===== src/rtl/rl_pkg.sv =====
package rl_pkg;

    typedef enum logic [1:0] {
        ST_IDLE = 2'd0,
        ST_RUN  = 2'd1,
        ST_DONE = 2'd2
    } rl_state_e;

endpackage


===== src/rtl/rl_cell.sv =====
module rl_cell #(
    parameter bit HAS_L  = 1'b0,
    parameter bit HAS_U  = 1'b0,
    parameter bit HAS_D  = 1'b0,
    parameter bit ORIGIN = 1'b0
) (
    input  logic clk,
    input  logic rst_n,
    input  logic start,
    input  logic run,
    input  logic en,
    input  logic mode_max,
    input  logic arr_l,
    input  logic arr_u,
    input  logic diag_src,
    input  logic match,
    output logic fired
);

    logic dly_q;
    logic diag_arr;
    logic any_in;
    logic all_in;
    logic hit;

    // a match uses the source flag directly (cost 1); a mismatch goes through one more stage (cost 2)
    assign diag_arr = match ? diag_src : dly_q;
    assign any_in   = (HAS_L && arr_l) || (HAS_U && arr_u) || (HAS_D && diag_arr);
    assign all_in   = (!HAS_L || arr_l) && (!HAS_U || arr_u) && (!HAS_D || diag_arr);
    assign hit      = mode_max ? all_in : any_in;

    always_ff @(posedge clk or negedge rst_n) begin
        if (!rst_n) begin
            fired <= 1'b0;
            dly_q <= 1'b0;
        end else if (start) begin
            fired <= ORIGIN;
            dly_q <= 1'b0;
        end else if (run && en) begin
            dly_q <= diag_src;
            if (!fired && hit) begin
                fired <= 1'b1;
            end
        end
    end


    cell_sticky_chk: assert property (@(posedge clk) disable iff (!rst_n)
        (fired && !start) |=> fired);


    cell_gate_chk: assert property (@(posedge clk) disable iff (!rst_n)
        (!fired && !start && !en) |=> !fired);


    cell_cause_chk: assert property (@(posedge clk) disable iff (!rst_n)
        (!fired && !start && !arr_l && !arr_u && !diag_src && !dly_q) |=> !fired);

endmodule


===== src/rtl/rl_grid.sv =====
module rl_grid #(
    parameter int N = 8,
    parameter int R = 3,
    localparam int NC   = N + 1,
    localparam int NRB  = (NC + R - 1) / R,
    localparam int NREG = NRB * NRB
) (
    input  logic            clk,
    input  logic            rst_n,
    input  logic            start,
    input  logic            run,
    input  logic            mode_max,
    input  logic [2*N-1:0]  a_q,
    input  logic [2*N-1:0]  b_q,
    output logic            last_fired,
    output logic [NREG-1:0] region_en
);

    localparam int NCELL = NC * NC;

    logic [NCELL-1:0] fired;
    logic [NCELL-1:0] pred_any;
    logic [NREG-1:0]  reached;
    logic [NREG-1:0]  all_done;

    for (genvar i = 0; i < NC; i++) begin : g_row
        for (genvar j = 0; j < NC; j++) begin : g_col
            logic l_s;
            logic u_s;
            logic d_s;
            logic m_s;

            if (j > 0) begin : g_l
                assign l_s = fired[i*NC + j - 1];
            end else begin : g_nl
                assign l_s = 1'b0;
            end

            if (i > 0) begin : g_u
                assign u_s = fired[(i-1)*NC + j];
            end else begin : g_nu
                assign u_s = 1'b0;
            end

            if (i > 0 && j > 0) begin : g_d
                assign d_s = fired[(i-1)*NC + j - 1];
                assign m_s = (a_q[2*(j-1) +: 2] == b_q[2*(i-1) +: 2]);
            end else begin : g_nd
                assign d_s = 1'b0;
                assign m_s = 1'b0;
            end

            assign pred_any[i*NC + j] = l_s | u_s | d_s;

            rl_cell #(
                .HAS_L  (j > 0),
                .HAS_U  (i > 0),
                .HAS_D  (i > 0 && j > 0),
                .ORIGIN (i == 0 && j == 0)
            ) cell_i (
                .clk      (clk),
                .rst_n    (rst_n),
                .start    (start),
                .run      (run),
                .en       (region_en[(i/R)*NRB + (j/R)]),
                .mode_max (mode_max),
                .arr_l    (l_s),
                .arr_u    (u_s),
                .diag_src (d_s),
                .match    (m_s),
                .fired    (fired[i*NC + j])
            );
        end
    end

    always_comb begin
        reached  = '0;
        all_done = '1;
        for (int c = 0; c < NCELL; c++) begin
            reached[((c / NC) / R) * NRB + ((c % NC) / R)] =
                reached[((c / NC) / R) * NRB + ((c % NC) / R)] | fired[c] | pred_any[c];
            all_done[((c / NC) / R) * NRB + ((c % NC) / R)] =
                all_done[((c / NC) / R) * NRB + ((c % NC) / R)] & fired[c];
        end
    end

    assign region_en  = {NREG{run}} & reached & ~all_done;
    assign last_fired = fired[NCELL-1];


    region_origin_chk: assert property (@(posedge clk) disable iff (!rst_n)
        start |=> (region_en == NREG'(1)));

endmodule


===== src/rtl/rl_ctrl.sv =====
module rl_ctrl
    import rl_pkg::*;
#(
    parameter int N = 8,
    localparam int SW = $clog2(2*N + 1)
) (
    input  logic           clk,
    input  logic           rst_n,
    input  logic           start,
    input  logic           mode_in,
    input  logic [2*N-1:0] a_in,
    input  logic [2*N-1:0] b_in,
    input  logic           last_fired,
    output logic           run,
    output logic           mode_q,
    output logic [2*N-1:0] a_q,
    output logic [2*N-1:0] b_q,
    output logic           done,
    output logic [SW-1:0]  score
);

    rl_state_e state;
    rl_state_e nxt;
    logic [SW-1:0] cnt;

    always_comb begin
        nxt = state;
        unique case (state)
            ST_IDLE: if (start) nxt = ST_RUN;
            ST_RUN: begin
                if (start)           nxt = ST_RUN;
                else if (last_fired) nxt = ST_DONE;
            end
            ST_DONE: if (start) nxt = ST_RUN;
            default: nxt = ST_IDLE;
        endcase
    end

    always_ff @(posedge clk or negedge rst_n) begin
        if (!rst_n) state <= ST_IDLE;
        else        state <= nxt;
    end

    always_comb begin
        run  = (state == ST_RUN);
        done = (state == ST_DONE);
    end

    always_ff @(posedge clk or negedge rst_n) begin
        if (!rst_n) begin
            cnt    <= '0;
            score  <= '0;
            mode_q <= 1'b0;
            a_q    <= '0;
            b_q    <= '0;
        end else if (start) begin
            cnt    <= '0;
            score  <= '0;
            mode_q <= mode_in;
            a_q    <= a_in;
            b_q    <= b_in;
        end else if (state == ST_RUN) begin
            if (cnt != '1) cnt <= cnt + 1'b1;
            if (last_fired) score <= cnt;
        end
    end


    done_hold_chk: assert property (@(posedge clk) disable iff (!rst_n)
        (done && !start) |=> (done && $stable(score)));


    score_range_chk: assert property (@(posedge clk) disable iff (!rst_n)
        done |-> (score >= SW'(N) && score <= SW'(2*N)));


    done_cause_chk: assert property (@(posedge clk) disable iff (!rst_n)
        $rose(done) |-> $past(last_fired));


    restart_chk: assert property (@(posedge clk) disable iff (!rst_n)
        start |=> !done);

endmodule


===== src/rtl/race_edit_array.sv =====
module race_edit_array #(
    parameter int N = 8,
    parameter int R = 3,
    localparam int SW   = $clog2(2*N + 1),
    localparam int NRB  = (N + R) / R,
    localparam int NREG = NRB * NRB
) (
    input  logic            clk,
    input  logic            rst_n,
    input  logic            start,
    input  logic            mode_max,
    input  logic [2*N-1:0]  str_a,
    input  logic [2*N-1:0]  str_b,
    output logic            done,
    output logic [SW-1:0]   score,
    output logic [NREG-1:0] region_en
);

    logic           run;
    logic           mode_q;
    logic [2*N-1:0] a_q;
    logic [2*N-1:0] b_q;
    logic           last_fired;

    rl_ctrl #(.N(N)) ctrl_i (
        .clk        (clk),
        .rst_n      (rst_n),
        .start      (start),
        .mode_in    (mode_max),
        .a_in       (str_a),
        .b_in       (str_b),
        .last_fired (last_fired),
        .run        (run),
        .mode_q     (mode_q),
        .a_q        (a_q),
        .b_q        (b_q),
        .done       (done),
        .score      (score)
    );

    rl_grid #(.N(N), .R(R)) grid_i (
        .clk        (clk),
        .rst_n      (rst_n),
        .start      (start),
        .run        (run),
        .mode_max   (mode_q),
        .a_q        (a_q),
        .b_q        (b_q),
        .last_fired (last_fired),
        .region_en  (region_en)
    );

endmodule


===== config.mk =====
export PLATFORM = sky130hd
export DESIGN_NAME = race_edit_array
export DESIGN_NICKNAME = d
export VERILOG_FILES = /design/src/rtl/rl_pkg.sv /design/src/rtl/rl_cell.sv /design/src/rtl/rl_grid.sv /design/src/rtl/rl_ctrl.sv /design/src/rtl/race_edit_array.sv
export SDC_FILE = /design/constraint.sdc
export NUM_CORES = 1
export LEC_CHECK = 0
export ABC_AREA = 1
export BUFFER_PORTS_ARGS = -buffer_cell sky130_fd_sc_hd__buf_4
export CAP_MARGIN = 20
export CORE_MARGIN = 2
export CORE_UTILIZATION = 30
export CTS_CLUSTER_DIAMETER = 200
export CTS_CLUSTER_SIZE = 28
export DETAILED_ROUTE_END_ITERATION = 16
export HOLD_SLACK_MARGIN = 0.15
export MAX_ROUTING_LAYER = met4
export PLACE_DENSITY = 0.51
export SLEW_MARGIN = 20
export SYNTH_ARGS = -nofsm -noshare
export SYNTH_HDL_FRONTEND = slang
export SYNTH_SLANG_ARGS = --single-unit

===== constraint.sdc =====
create_clock -name clk -period 1.79 [get_ports clk]
set_input_delay 0.358 -clock clk [delete_from_list [all_inputs] [get_ports clk]]
set_output_delay 0.358 -clock clk [all_outputs]
set_load 0.005 [all_outputs]

# Yosys cells after proc, flatten, opt, wreduce, memory -nomap -nowiden
# Index checks and enable logic that the tools add are counted.
# W data, S select, Z words.
[word_totals] register_bits=190 latch_bits=0 ramBits=0 mem_bits_ro=0 in_bits=36 output_inout_bits=15 memories=0
[classes] n_addsub=1 multipliers=0 div_mod_pow=0 n_lt_le_gt_ge=0 n_eq_ne=69 shifts=0 n_mux=510 n_bitwise=355 reduce_logical=606
[op_table] operator="$mux W1" count=500
[op_table] operator="$or A1 B1 Y1" count=280
[op_table] operator="$logic_and A1 B1 Y1" count=218
[op_table] operator="$reduce_bool A2 Y1" count=93
[op_table] operator="$reduce_and A2 Y1" count=84
[op_table] operator="$eq A2 B2 Y1" count=64
[op_table] operator="$logic_or A1 B1 Y1" count=128
[op_table] operator="$logic_not A1 Y1" count=81
[op_table] operator="$and A1 B1 Y1" count=72
[op_table] operator="$mux W5" count=6
[op_table] operator="$and A9 B9 Y9" count=2
[op_table] operator="$not A9 Y9" count=1
[op_table] operator="$mux W2" count=3
[op_table] operator="$add A5 B1 Y5 const B" count=1
[op_table] operator="$ne A5 B5 Y1 const B" count=1
[op_table] operator="$pmux W2 S2" count=1
[op_table] operator="$ne A3 B3 Y1 const B" count=1
[op_table] operator="$eq A2 B1 Y1 const B" count=1
[op_table] operator="$eq A2 B2 Y1 const B" count=1
[op_table] operator="$logic_not A2 Y1" count=1
[op_table] operator="$ne A2 B1 Y1 const B" count=1
[op_table] operator="$reduce_or A2 Y1" count=1

# Logic depth before layout (Yosys ltp)
[logic_depth] depth_word=24 depth_mapped=11

# By module
# A second synthesis with hierarchy kept.
[unflattened] hier_cells=1939 area_unflattened_um2=13271.5
[by_module_without_submodules] mod="rl_cell at grid_i.g_row[1].g_col[1].cell_i ..." instances=64 cells_each=19 area_per_inst_um2=128.9 seq_area_each_um2=50.0
[by_module_without_submodules] mod="rl_grid" instances=1 cells_each=450 area_per_inst_um2=2479.9 seq_area_each_um2=0.0
[by_module_without_submodules] mod="rl_ctrl" instances=1 cells_each=205 area_per_inst_um2=1825.5 seq_area_each_um2=1126.1
[by_module_without_submodules] mod="rl_cell at grid_i.g_row[0].g_col[1].cell_i ..." instances=16 cells_each=4 area_per_inst_um2=42.5 seq_area_each_um2=25.0
[by_module_without_submodules] mod="rl_cell at grid_i.g_row[0].g_col[0].cell_i" instances=1 cells_each=4 area_per_inst_um2=37.5 seq_area_each_um2=25.0

# Worst setup path before layout
# OpenSTA, ideal clock, no wires.
[synth_timing] path_kind="register to output" from="register grid_i.g_row[5].g_col[5].cell_i.fired" to="output region_en[7]" t_arrival_ns=1.248 t_required_ns=1.432 path_slack_ns=0.184 stages_incl_launch_ff=10 n_path_buf=3 cell_sequence="dfrtp_1 buf_2 nor2_1 nand3_1 nor2_1 nand3_1 nand2_1 buf_4 inv_1 buf_4"
[synth_via] elab_chain_len=17
[synth_lines] item="start: declaration" line_no="rl_cell.sv:17" text="output logic fired"
[synth_lines] item="start signal: assignment" line_no="rl_cell.sv:34" text="fired <= 1'b0;"
[synth_lines] item="start signal: assignment" line_no="rl_cell.sv:37" text="fired <= ORIGIN;"
[synth_lines] item="start signal: assignment" line_no="rl_cell.sv:42" text="fired <= 1'b1;"
[synth_lines] item="$or A1 B1 Y1 (2 in series)" line_no="rl_grid.sv:53" text="assign pred_any[i*NC + j] = l_s | u_s | d_s;"
[synth_lines] item="$or A1 B1 Y1 (13 in series)" line_no="rl_grid.sv:81" text="reached[((c / NC) / R) * NRB + ((c % NC) / R)] | fired[c] | pred_any[c];"
[synth_lines] item="$and A9 B9 Y9 (2 in series)" line_no="rl_grid.sv:87" text="assign region_en = {NREG{run}} & reached & ~all_done;"
[synth_lines] item="end: declaration" line_no="race_edit_array.sv:16" text="output logic [NREG-1:0] region_en"
# Every way passes these cells.

# Worst setup path in the final report
[layout_timing] from="register grid_i.g_row[5].g_col[5].cell_i.fired" to="output region_en[8]"
[layout_via] elab_chain_len=20
[layout_lines] item="$or A1 B1 Y1" line_no="rl_grid.sv:53"
[layout_lines] item="$or A1 B1 Y1 (17 in series)" line_no="rl_grid.sv:81"
[layout_lines] item="$and A9 B9 Y9 (2 in series)" line_no="rl_grid.sv:87"
# Every way passes these cells.

==> results.toml <==
[cts]
cts_tree = "built"
clk_latency_ns = 0.46
clkSinkCount = 190
root_buffer = "clkbuf_16"
cts_buffer_depth = 2
clk_pin_slew_ns = 0.08
cts-buffers-inserted = 17
h-tree-depth = 4

[synth]
synth_top_area_cell = "dfrtp_1"
async_reset_ff_share_pct = 100
yosysMostFrequentCell = "nand2_1"
synth_nets = 1786
synth_area_mm2 = 0.0118
synth_ff_type = "dfrtp_1"
synth_area_per_cell_um2 = 6.76
ys_warn_count = 0
synthCells = 1748
synth_cell_types = 32
yosysTopAreaCellShare_pct = 40.3
synth_edf_count = 0
ys_seq_area_share_pct = 40.3
synth_area_leaders = "dfrtp_1 40%, nand2_1 23%, o21ai_0 8.0%, nand3_1 6.4%, xnor2_1 5.6%"
synth-seq-cells = 190
synthTopCellsByCount = "708 x nand2_1, 190 x dfrtp_1, 188 x o21ai_0, 159 x inv_1, 151 x nand3_1"

[grt]
grt_pass1_wl_um = 63500
grt-ovfl-total = 0
grtUsageTotal_pct = 20.1
antenna_found_initial = 0
grt_max_degree = 59
grt_pass1_vias = 11600

[timing]
setup_ws_ns = -0.210
rsz0062_at_grt = "true"
fin_worst_skew_ns = 0.0112
fmax_mhz = 500
timing.final.crit_share_pct = 112
whs_ns = 0.156
period_minus_slack_ns = 2.00
slew_violations = 0
finalSetupViolCount = 9
hold_viol = 0
maxSlewHeadroom_pct = 63.5
worst_slew_pin_slew_ns = 0.546
tns_ns = -1.37

[power_and_ir_drop]
power_frac_seq_pct = 29.2
p_leak_uw = 0.00749
switching_share_pct = 44.4
p_clk_share_pct = 16.9
intPower_uw = 12400
p_comb_share_pct = 53.9
ir_drop_mv = 0.945
p_switching_uw = 9920
p_per_area_mw_per_mm2 = 1490

[routing]
drt-met1-wl_um = 18200
antenna_left = 0
drt_wl_total_um = 39100
drt-initial-drc-count = 831
vias = 11800
wl_met3_um = 1340
wl_met2_um = 18800
topRoutingLayerUsed = "met4"
viasPerCell = 4.79
wl_per_cell_um = 15.9
firstDrtPassIters = 5
drc = 0

[place]
pre_cts_ws_ns = -0.0198
place_congestion = 0.907
dpl.hpwl_um = 27400
dp_cells = 2316
portBuffers = 50

[floorplan]
dieHeight_um = 202
die_w_um = 202
core-area_mm2 = 0.0387
rows = 72
start_util_pct = 30.5
ios = 51
dieArea_mm2 = 0.0410

[setup_path]
required_ns = 1.43
arrival_ns = 1.64
start_kind = "flop"
worstSetupEndpointType = "output pin"
path_class = "reg -> out"
worstPathMaxFanout = 5
critPathBufInv = 3
critical_path.top_delay_family = "flip-flops"
cp_cell_sequence = "nor2_4, buf_6, nand3_2, nor2_1, nand2_1, nand3_2, inv_2, buf_6"
cp_slowest_cell = "dfrtp_2"
slowest_delay_ns = 0.47

[run_status]
violations = "negative setup slack"
status = "complete, but fails checks"

[cells_and_area]
syn_to_final_growth_pct = 26.9
diodes = 0
nNetsFinal = 1963
layout-drive-gt1-share_pct = 20.1
layout.cells.non_filler = 2455

[run]
maxCapViolations = 0

[min_path]
hold_class = "in -> reg"
## flip-flops by register name, indices dropped and copies added (netlist names)
signal and flops:
grid_i.g_row.g_col.cell_i.fired 81, grid_i.g_row.g_col.cell_i.dly_q 64, ctrl_i.a_q 16, ctrl_i.b_q 16, ctrl_i.cnt 5, ctrl_i.score 5, ctrl_i.state 2, ctrl_i.mode_q 1
## power groups by stage
stage / sequential (uW) / clock, uW / combinational (uW)
floorplan: 6200 / 0 / 6580
global placement: 6580 / 0 / 9510
detailed placement: 6610 / 0 / 9510
CTS: 6490 / 3830 / 11100
global route: 6690 / 3980 / 13300
finish: 6530 / 3770 / 12000
## worst paths after layout
path	from	endpoint	slack, ns	depth (start not counted)
worst max-delay path	grid_i.g_row[5].g_col[5].cell_i.fired	region_en[8]	-0.21	8
worst min register to register	grid_i.g_row[3].g_col[5].cell_i.dly_q	grid_i.g_row[3].g_col[5].cell_i.dly_q	0.47	2
worst max register to register	grid_i.g_row[5].g_col[2].cell_i.fired	grid_i.g_row[4].g_col[2].cell_i.fired	0.07	11
worst min-delay path	str_b[2]	ctrl_i.b_q[2]	0.16	3
min in group asynchronous	rst_n	ctrl_i.score[1]	0.31	2
max in group asynchronous	rst_n	grid_i.g_row[2].g_col[7].cell_i.fired	0.89	3
## worst min-delay path, stage by stage
cell and delay [ns]:
buf_4 0.08, nand2_1 0.06, o21ai_0 0.07
## metal layers
metal / track usage, % / vias up
li1: - / 5815
met1: 26.0 / 5647
met2: 33.4 / 246
met3: 2.52 / 54
met4: 4.98 / 0
met5: - / -
## cells by family after synthesis
kind of cell | share of synthesized area, %
AOI/OAI and AO/OA | 9.81
xor gates and xnor gates | 5.64
adders and majority gates | 0.212
buffers and inverters | 9.46
DFF | 40.3
and+or+nand+nor | 34.6
## layout make-up
type	count	area (um^2)
Clock buffer	24	502
Clock inverter	7	56.3
Fill cell	4113	23800
Inverter	168	652
Multi-Input combinational cell	1301	6240
Sequential cell	190	4780
Tap cell	518	648
Timing Repair Buffer	247	2110
## stage by stage
step	power, uW	utilization (%)	cell area, um^2
detailed placement	16100	33.9	13100
floorplan	12800	-	11800
finish	22300	38.7	15000
global route	24000	38.7	15000
global placement	16100	33.9	13100
CTS	21400	37.5	14500
## what timing repair did
action                                  CTS  global route
endpoints found under the hold margin   218             0
endpoints found under the setup margin   21            29
pin swaps                                29            34
cloned                                    0             1
hold buffers                             29             0
gates resized for setup                  68            85
setup buffers                            54            24
## cell usage in the layout (no fill, tap or decap), drive strengths merged
master,Yosys,layout
nand3b,2,2
nor3,7,7
nand3,153,153
clkbuf,22,25
o21ai,190,190
buf,68,217
or2,1,1
nand2,715,715
dfrtp,190,190
xnor2,76,76
nand4,7,7
a21oi,40,40
clkinv,1,5
inv,167,166
dlygate4sd3,0,29
clkinvlp,0,4
o211ai,1,1
nor2,106,107
ha,2,2
(Power assumes the default switching activity.)
